[config.mk]
export PLATFORM = sky130hd
export DESIGN_NAME = hotswap_link_ctrl
export DESIGN_NICKNAME = d
export VERILOG_FILES = /design/src/rtl/hs_link_pkg.sv /design/src/rtl/hs_sync.sv /design/src/rtl/hs_bus_watch.sv /design/src/rtl/hs_link_fsm.sv /design/src/rtl/hotswap_link_ctrl.sv
export SDC_FILE = /design/constraint.sdc
export NUM_CORES = 1
export LEC_CHECK = 0
export ABC_AREA = 1
export BUFFER_PORTS_ARGS = -buffer_cell sky130_fd_sc_hd__buf_2
export CAP_MARGIN = 0
export CORE_AREA = 2 2 49 51
export DETAILED_ROUTE_END_ITERATION = 10
export DIE_AREA = 0 0 51 53
export HOLD_SLACK_MARGIN = 0.12
export MAX_ROUTING_LAYER = met4
export SETUP_SLACK_MARGIN = 0.2
export SLEW_MARGIN = 20
export SYNTH_ARGS = -nofsm -noshare
export SYNTH_HDL_FRONTEND = slang
export SYNTH_HIERARCHICAL = 1
export SYNTH_SLANG_ARGS = --single-unit
[constraint.sdc]
create_clock -name clk -period 1.7 [get_ports clk]
set_input_delay 0.085 -clock clk [delete_from_list [all_inputs] [get_ports clk]]
set_output_delay 0.085 -clock clk [all_outputs]
set_load 0.005 [all_outputs]
[src/rtl/hs_link_pkg.sv]
package hs_link_pkg;
  typedef enum logic [1:0] {
    ST_OFF    = 2'd0,
    ST_WAIT   = 2'd1,
    ST_LINKED = 2'd2
  } link_state_e;
endpackage

[src/rtl/hs_sync.sv]
module hs_sync #(
  parameter int WIDTH  = 4,
  parameter int STAGES = 2
) (
  input  logic             clk,
  input  logic             rst_n,
  input  logic [WIDTH-1:0] d,
  output logic [WIDTH-1:0] q
);
  logic [WIDTH-1:0] stg [STAGES];

  // Released two-wire lines idle high, so the chain resets to ones.
  always_ff @(posedge clk or negedge rst_n) begin
    if (!rst_n) stg[0] <= '1;
    else        stg[0] <= d;
  end

  for (genvar i = 1; i < STAGES; i++) begin : g_stage
    always_ff @(posedge clk or negedge rst_n) begin
      if (!rst_n) stg[i] <= '1;
      else        stg[i] <= stg[i-1];
    end
  end

  assign q = stg[STAGES-1];
endmodule

[src/rtl/hs_bus_watch.sv]
module hs_bus_watch #(
  parameter int IDLE_CYCLES = 64
) (
  input  logic clk,
  input  logic rst_n,
  input  logic run,
  input  logic bp_sda,
  input  logic bp_scl,
  input  logic cd_sda,
  input  logic cd_scl,
  output logic stop_seen,
  output logic idle_seen,
  output logic card_quiet
);
  localparam int CW = $clog2(IDLE_CYCLES + 1);
  localparam logic [CW-1:0] IDLE_LIM = CW'(IDLE_CYCLES);

  logic          sda_q;
  logic [CW-1:0] quiet_cnt;

  always_ff @(posedge clk or negedge rst_n) begin
    if (!rst_n) sda_q <= 1'b1;
    else        sda_q <= bp_sda;
  end

  assign stop_seen = bp_sda & ~sda_q & bp_scl;

  // Counts consecutive high-high samples, saturating at the limit.
  always_ff @(posedge clk or negedge rst_n) begin
    if (!rst_n)                          quiet_cnt <= '0;
    else if (!run || !(bp_sda && bp_scl)) quiet_cnt <= '0;
    else if (quiet_cnt != IDLE_LIM)      quiet_cnt <= quiet_cnt + 1'b1;
  end

  assign idle_seen  = (quiet_cnt == IDLE_LIM);
  assign card_quiet = cd_sda & cd_scl;
endmodule

[src/rtl/hs_link_fsm.sv]
module hs_link_fsm
  import hs_link_pkg::*;
(
  input  logic clk,
  input  logic rst_n,
  input  logic enable,
  input  logic stop_seen,
  input  logic idle_seen,
  input  logic card_quiet,
  output logic link_connect
);
  link_state_e state, state_nx;

  always_comb begin
    state_nx = state;
    if (!enable) begin
      state_nx = ST_OFF;
    end else begin
      unique case (state)
        ST_OFF:    state_nx = ST_WAIT;
        ST_WAIT:   if ((stop_seen || idle_seen) && card_quiet) state_nx = ST_LINKED;
        ST_LINKED: state_nx = ST_LINKED;
        default:   state_nx = ST_OFF;
      endcase
    end
  end

  always_ff @(posedge clk or negedge rst_n) begin
    if (!rst_n) state <= ST_OFF;
    else        state <= state_nx;
  end

  assign link_connect = (state == ST_LINKED);
endmodule

[src/rtl/hotswap_link_ctrl.sv]
module hotswap_link_ctrl #(
  parameter int IDLE_CYCLES = 64,
  parameter int SYNC_STAGES = 2
) (
  input  logic clk,
  input  logic rst_n,
  input  logic enable,
  input  logic bp_sda_i,
  input  logic bp_scl_i,
  input  logic cd_sda_i,
  input  logic cd_scl_i,
  output logic link_connect,
  output logic ready_pd_oe
);
  localparam int NLINES = 4;

  logic [NLINES-1:0] raw_lines, sync_lines;
  logic stop_seen, idle_seen, card_quiet;

  assign raw_lines = {cd_scl_i, cd_sda_i, bp_scl_i, bp_sda_i};

  hs_sync #(.WIDTH(NLINES), .STAGES(SYNC_STAGES)) u_sync (
    .clk(clk), .rst_n(rst_n), .d(raw_lines), .q(sync_lines)
  );

  hs_bus_watch #(.IDLE_CYCLES(IDLE_CYCLES)) u_watch (
    .clk(clk), .rst_n(rst_n), .run(enable),
    .bp_sda(sync_lines[0]), .bp_scl(sync_lines[1]),
    .cd_sda(sync_lines[2]), .cd_scl(sync_lines[3]),
    .stop_seen(stop_seen), .idle_seen(idle_seen), .card_quiet(card_quiet)
  );

  hs_link_fsm u_fsm (
    .clk(clk), .rst_n(rst_n), .enable(enable),
    .stop_seen(stop_seen), .idle_seen(idle_seen), .card_quiet(card_quiet),
    .link_connect(link_connect)
  );

  assign ready_pd_oe = ~link_connect;
endmodule

==> results of run 1 <==
logic make-up after synthesis:
| kind of cell | after synthesis |
|---|---|
| and+or+nand+nor | 45 |
| buffers and inverters | 20 |
| DFF | 18 |
| adders and majority gates | 5 |
| AOI/OAI and AO/OA | 3 |
| xor gates and xnor gates | 1 |
power by group through the flow:
stage | registers (uW) | clock network, uW | logic [uW]
after floorplan | 496 | 0 | 116
final | 496 | 260 | 167
after global placement | 502 | 0 | 154
after detailed placement | 504 | 0 | 161
after CTS | 496 | 271 | 170
after global routing | 503 | 288 | 199
repair_timing:
item | in CTS | in global routing
setup endpoints to repair | 0 | 2
hold endpoints to repair | 22 | 0
hold buffers | 5 | 0
resized for setup | 0 | 1
buffers inserted | 0 | 2
per-stage QoR:
stage,power [uW],setup WS [ns],utilization,hold WS [ns]
floorplan,612,0.405,-,-0.211
global placement,656,0.338,0.410,0.0276
detailed placement,665,0.272,0.410,0.0339
CTS,938,0.256,0.450,0.124
global route,990,0.202,0.460,0.144
finish,923,0.319,0.460,0.130
area by class of cell:
class	count	area (um2)	share of cell area
clock buffers	4	36.3	0.0368
inverters	16	60.1	0.0608
multi-input cells	54	289	0.293
flip-flops and latches	18	462	0.468
well taps	28	35.0	0.0355
repair buffers	15	105	0.106
flip-flops by register name, summed over array words and instances, names as in the netlist:
register           cells
u_fsm/state            2
u_watch/quiet_cnt      7
u_watch/sda_q          1
u_sync/q               4
u_sync/stg             4
metal layers:
| metal | share of wire | global-route usage | vias up |
|---|---|---|---|
| met5 | 0 | - | - |
| met2 | 0.47 | 0.188 | 12 |
| met4 | 0.022 | 0.0946 | 0 |
| met1 | 0.47 | 0.153 | 269 |
| li1 | - | - | 308 |
| met3 | 0.036 | 0.0169 | 2 |
worst max-delay path, cell delays in order, from the launching register on:
cell	delay, ns
sky130_fd_sc_hd__dfrtp_1	0.40
sky130_fd_sc_hd__inv_1	0.08
sky130_fd_sc_hd__ha_1	0.19
sky130_fd_sc_hd__nand2_1	0.07
sky130_fd_sc_hd__inv_1	0.06
sky130_fd_sc_hd__nand3_2	0.08
sky130_fd_sc_hd__inv_1	0.06
sky130_fd_sc_hd__o21ai_2	0.16
sky130_fd_sc_hd__nand2_2	0.07
sky130_fd_sc_hd__nand2_1	0.06
sky130_fd_sc_hd__nand2_1	0.04
synthesized netlist by cell type, types with 3 or more instances:
cell type                 instances  area share
sky130_fd_sc_hd__inv_1           15       0.067
sky130_fd_sc_hd__dfstp_2          9        0.28
sky130_fd_sc_hd__nand3_1          8       0.048
sky130_fd_sc_hd__nand2_1         21       0.094
sky130_fd_sc_hd__nand4_1          3       0.022
sky130_fd_sc_hd__buf_4            4       0.036
sky130_fd_sc_hd__ha_1             5       0.075
sky130_fd_sc_hd__nor2_1          11       0.049
sky130_fd_sc_hd__dfrtp_1          9        0.27
cells in the final DEF (no fill, tap or decap):
cell | netlist | layout
sky130_fd_sc_hd__dfstp_2 | 9 | 9
sky130_fd_sc_hd__o21ai_2 | 1 | 1
sky130_fd_sc_hd__nor2_2 | 1 | 1
sky130_fd_sc_hd__dfrtp_1 | 9 | 9
sky130_fd_sc_hd__buf_2 | 0 | 8
sky130_fd_sc_hd__nand3_1 | 8 | 7
sky130_fd_sc_hd__inv_1 | 15 | 15
sky130_fd_sc_hd__a21oi_1 | 1 | 1
sky130_fd_sc_hd__nand2_1 | 21 | 21
sky130_fd_sc_hd__inv_2 | 1 | 1
sky130_fd_sc_hd__clkbuf_4 | 0 | 3
sky130_fd_sc_hd__ha_1 | 5 | 5
sky130_fd_sc_hd__buf_4 | 4 | 2
sky130_fd_sc_hd__dlygate4sd3_1 | 0 | 5
sky130_fd_sc_hd__xor2_1 | 1 | 1
sky130_fd_sc_hd__clkbuf_8 | 0 | 1
sky130_fd_sc_hd__nand3_2 | 0 | 1
sky130_fd_sc_hd__o21a_1 | 1 | 1
sky130_fd_sc_hd__nand2_2 | 1 | 1
sky130_fd_sc_hd__nand4_1 | 3 | 3
sky130_fd_sc_hd__nor2_1 | 11 | 11
worst max path at each step:
stage | from | endpoint | slack [ns] | cells after the start
floorplan | u_watch/quiet_cnt[0] | u_fsm/state[0] | 0.41 | 10
global placement | u_watch/quiet_cnt[0] | u_fsm/state[0] | 0.34 | 10
detailed placement | u_watch/quiet_cnt[0] | u_fsm/state[1] | 0.27 | 10
CTS | u_watch/quiet_cnt[0] | u_fsm/state[1] | 0.26 | 10
global route | u_watch/quiet_cnt[0] | u_fsm/state[0] | 0.20 | 10
finish | u_watch/quiet_cnt[0] | u_fsm/state[1] | 0.32 | 10
==> impl_metrics.toml, run 1 <==
[power]
power.switching_uw = 246
p_leak_uw = 0.000504
power_frac_clock = 0.282
power-per-cell-area_mw_per_mm2 = 935
vdd_drop_max_mv = 0.701
netSwitchingFraction = 0.266
power_report.internal_total_uw = 677
combinationalPowerShare = 0.181
p_seq_frac = 0.537

[timing]
timing.setup.tns_ns = 0
slew_headroom = 0.738
final_hold_viol_count = 0
slew_violations = 0
clock_skew_ns = 0.00490
tightest_slew_ns = 0.392
finalCritPeriodShare = 0.813
rsz0062_at_grt = "false"
setup_viol_count_final = 0
post-route-min-period_ns = 1.38
max_freq_ghz = 0.724

[clocking]
clock_path_buffers = 2
clock_sinks = 18
cts.clk_slew.worst_paths_ns = 0.10
htree_levels = 1
cell_chosen_for_the_clock_root = "sky130_fd_sc_hd__clkbuf_4"
clock_latency_ns = 0.29
tritoncts = "done"
cts_made_buffers = 3

[floorplan]
die_area_mm2 = 0.00270
die_h_um = 53
coreArea_mm2 = 0.00215
io-pin-count = 9
placement_rows = 17
start_util = 0.389
die_w_um = 51

[global_routing]
antenna_found_initial = 0
largest_net_degree_at_the_start_of_global_routing = 19
grt_first_pass_wirelength_um = 2370
gr-total-overflow = 0
groute.usage.overall = 0.125
first_global_vias = 567

[final_layout]
area_of_all_placed_cells_without_fillers_um2 = 987
filler_cell_count = 205
final-instance-count-excl-fill = 135
fraction_of_layout_cells_with_a_size_suffix_above_1 = 0.262
num-nets-final = 120
n_diodes = 0
areaGrowthSynthToFinish_pct = 18.1

[synthesis]
postSynthNetCount = 104
main_combinational_cell_family_by_area_after_synthesis = "simple AND/OR/NAND/NOR gates"
yosysSeqAreaShare = 0.552
syn_area_per_cell_um2 = 9.08
synthMuxAreaShare = 0
synthAdderAreaFrac = 0.0749
synth_seq_cells = 18
synthXorXnorAreaFrac = 0.0105
synth_area_um2 = 836
ys_types = 16
top_flip_flop_cell_by_instance_count_after_synthesis = "sky130_fd_sc_hd__dfstp_2"
synth-compound-area-share = 0.0254
synth_simple_gate_area_frac = 0.229
edff_count_synth = 0
syn-instance-count = 92
asyncSetResetFlopFracSynth = 1.00
yosysWarningCount = 6

[min_path]
hold_path_end = "u_fsm/state[0]"
holdCritStartpoint = "enable"
min_path_type = "in -> reg"
whs_path_depth = 5

[setup_path]
worst_r2r_startpoint = "u_watch/quiet_cnt[0]"
critPathRequiredTime_ns = 1.89
worstSetupPathType = "reg -> reg"
crit_end_element = "flop"
r2r_cells = 10
path_max_fanout = 4
worst-r2r-setup-slack_ns = 0.32
worstReg2RegEnd = "u_fsm/state[1]"
critPathArrivalTime_ns = 1.57
crit_path_start_kind = "flop"

[drt]
vias_per_cell = 4.38
wl_per_cell_um = 9.89
drt_first_pass_iters = 5
totalWireLength_um = 1340
detail_route.drc_violations = 0
ant_nets = 0
detail_route.iter0.violations = 9
num_vias = 591

[job]
max_cap_violations = 0

[run_status]
outcome = "finished clean"

[place]
place.detailed.hpwl_um = 943
port-buffer-count = 8
place.gp.congestion = 0.756
placed_area_um2 = 881
place_inst = 124
(Power assumes the default switching activity.)
==> run 2, diff against run 1 <==
- ABC_AREA: 1 -> 0
- CORE_AREA: 2 2 49 51 -> 2 2 48 50
- DIE_AREA: 0 0 51 53 -> 0 0 50 52
- clock period: 1.7 -> 1.1 ns (I/O delays scaled with it)
==> impl_metrics.toml, run 2 <==
[setup_path]
critical_path.max_stage_delay_ns = 0.38
path_max_fanout = 3
crit_buf_inv = 2
crit_end_element = "flop"
path_delay_family = "simple AND/OR/NAND/NOR gates"
critPathRequiredTime_ns = 1.32
crit_path_start_kind = "flop"
cp_cell_sequence = "buf_4 > buf_6 > ha_4 > nand3_2 > or3_1 > a21oi_2"
worstSetupPathType = "reg -> reg"
critPathArrivalTime_ns = 1.61
critical_path.slowest_cell = "sky130_fd_sc_hd__dfrtp_1"

[global_routing]
groute.usage.overall = 0.135
grt_first_pass_wirelength_um = 2470
largest_net_degree_at_the_start_of_global_routing = 19
antenna_found_initial = 0
gr-total-overflow = 0
first_global_vias = 625

[synthesis]
synth_area_leaders = "sky130_fd_sc_hd__dfstp_2, sky130_fd_sc_hd__dfrtp_1, sky130_fd_sc_hd__ha_1"
edff_count_synth = 0
asyncSetResetFlopFracSynth = 1.00
yosysWarningCount = 6
syn-instance-count = 70
yosys-top-cells-count = "sky130_fd_sc_hd__dfrtp_1, sky130_fd_sc_hd__dfstp_2, sky130_fd_sc_hd__nand2_1"
postSynthNetCount = 82
yosysSeqAreaShare = 0.583
synth_seq_cells = 18
synth_area_um2 = 792
ys_types = 22
synth_top_area_cell = "sky130_fd_sc_hd__dfstp_2"
top_flip_flop_cell_by_instance_count_after_synthesis = "sky130_fd_sc_hd__dfstp_2"
synth_top_area_share = 0.299
syn_area_per_cell_um2 = 11.3

[clocking]
clock_latency_ns = 0.29
cts_made_buffers = 3
cts.clk_slew.worst_paths_ns = 0.11
htree_levels = 1
clock_path_buffers = 2
tritoncts = "done"
cell_chosen_for_the_clock_root = "sky130_fd_sc_hd__clkbuf_4"
clock_sinks = 18

[power]
power-per-cell-area_mw_per_mm2 = 1350
p_leak_uw = 0.000489
vdd_drop_max_mv = 0.818

[floorplan]
start_util = 0.376
die_h_um = 52
die_w_um = 50
io-pin-count = 9
die_area_mm2 = 0.00260
coreArea_mm2 = 0.00211
placement_rows = 17

[job]
max_cap_violations = 0

[timing]
slew_violations = 0
finalCritPeriodShare = 1.26
tightest_slew_ns = 0.397
slew_headroom = 0.735
post-route-min-period_ns = 1.38
timing.setup.tns_ns = -1.67
setup_viol_count_final = 9
max_freq_ghz = 0.722
final_hold_viol_count = 0
final.setup.worst_slack_ns = -0.284
rsz0062_at_grt = "true"
clock_skew_ns = 0.00615

[drt]
detail_route.iter0.violations = 3
wl_per_cell_um = 12.4
ant_nets = 0
vias_per_cell = 4.66
num_vias = 583
drt_first_pass_iters = 4
totalWireLength_um = 1550
detail_route.drc_violations = 0

[final_layout]
num-nets-final = 110
n_diodes = 0
mostFrequentLayoutCells = "sky130_fd_sc_hd__buf_4, sky130_fd_sc_hd__dfstp_2, sky130_fd_sc_hd__nand2_1, sky130_fd_sc_hd__dfrtp_1, sky130_fd_sc_hd__buf_2"
largest_reg_flops = 7
area_of_all_placed_cells_without_fillers_mm2 = 0.00113
fraction_of_layout_cells_with_a_size_suffix_above_1 = 0.546
areaGrowthSynthToFinish_pct = 42.2
layout.cells.most_common = "sky130_fd_sc_hd__buf_4"
registers.top_by_ff_count = "u_watch/quiet_cnt"

[min_path]
min_path_type = "in -> reg"

[place]
place.detailed.hpwl_um = 969
place.gp.congestion = 0.795
port-buffer-count = 8
placed_area_um2 = 910

[run_status]
failing_checks = "setup timing"
outcome = "finished, violations left"
==> run 2: cell count changes after synthesis, sizes merged, moves of 2 or more <==
cell / delta
nand2: -14
nand4: -2
inv: -11
or3: +2
o21ai: +4
nand3: -4
mux2i: +3
and2: +3
nand3b: +2
nor2: -9
==> run 2: repair_timing <==
item                       in CTS  in global routing
gates cloned                    0                  0
setup endpoints to repair      11                 11
pin swaps                       9                  6
gates resized for setup         7                 14
hold buffers                    6                  0
hold endpoints to repair       24                  0
buffers inserted                4                  2
==> run 2: kinds of logic (layout without fill, tap and decap cells) <==
logic type	count (synthesis)	in the layout	share of synthesized area
xor gates and xnor gates	2	2	0.0221
DFF	18	18	0.583
muxes	3	3	0.0379
buffers and inverters	10	37	0.0664
adders and majority gates	5	5	0.0790
and+or+nand+nor	25	25	0.167
AOI/OAI and AO/OA	7	7	0.0442
==> run 2: power by group <==
group,switching [uW],total (uW),leakage (uW),internal (uW)
clock network,201,403,0.0000210,201
logic,162,351,0.000252,189
registers,36.3,763,0.000216,727
==> run 2: layout make-up <==
type,instances,area [um2]
Fill cell,176,980
Sequential cell,18,463
Multi-Input combinational cell,42,354
Timing Repair Buffer,28,219
Clock buffer,4,36.3
Tap cell,28,35.0
Inverter,5,18.8
==> run 2: final timing paths <==
path | start | end | slack (ns) | depth (start not counted)
max in group asynchronous | rst_n | u_sync/q[3] | 0.56 | 2
min in group asynchronous | rst_n | u_watch/quiet_cnt[1] | 0.21 | 2
min reg2reg | u_sync/stg[5] | u_sync/q[1] | 0.35 | 0
min | enable | u_watch/quiet_cnt[6] | 0.15 | 3
max reg2reg | u_watch/quiet_cnt[1] | u_watch/quiet_cnt[6] | -0.28 | 6
max | u_watch/quiet_cnt[1] | u_watch/quiet_cnt[6] | -0.28 | 6
==> run 2: layer usage <==
layer	vias up	global-route usage	part of all wire
met4	0	0.0972	0.017
met2	7	0.246	0.53
li1	285	-	-
met5	-	-	0
met1	287	0.132	0.43
met3	4	0.0172	0.022
==> run 2: metrics by stage <==
step	std cells	setup slack [ns]	hold WS, ns	util	power, uW
after CTS	123	-0.252	0.135	0.504	1480
after detailed placement	109	-0.279	0.00788	0.432	996
final	125	-0.284	0.150	0.535	1520
after global routing	125	-0.356	0.156	0.535	1630
after global placement	109	-0.263	-0.000398	0.432	982
after floorplan	70	-0.208	-0.241	-	917
==> run 2: worst min-delay path, cell delays in order <==
cell,delay (ns)
sky130_fd_sc_hd__buf_2,0.11
sky130_fd_sc_hd__nand3_1,0.19
sky130_fd_sc_hd__a21oi_2,0.05
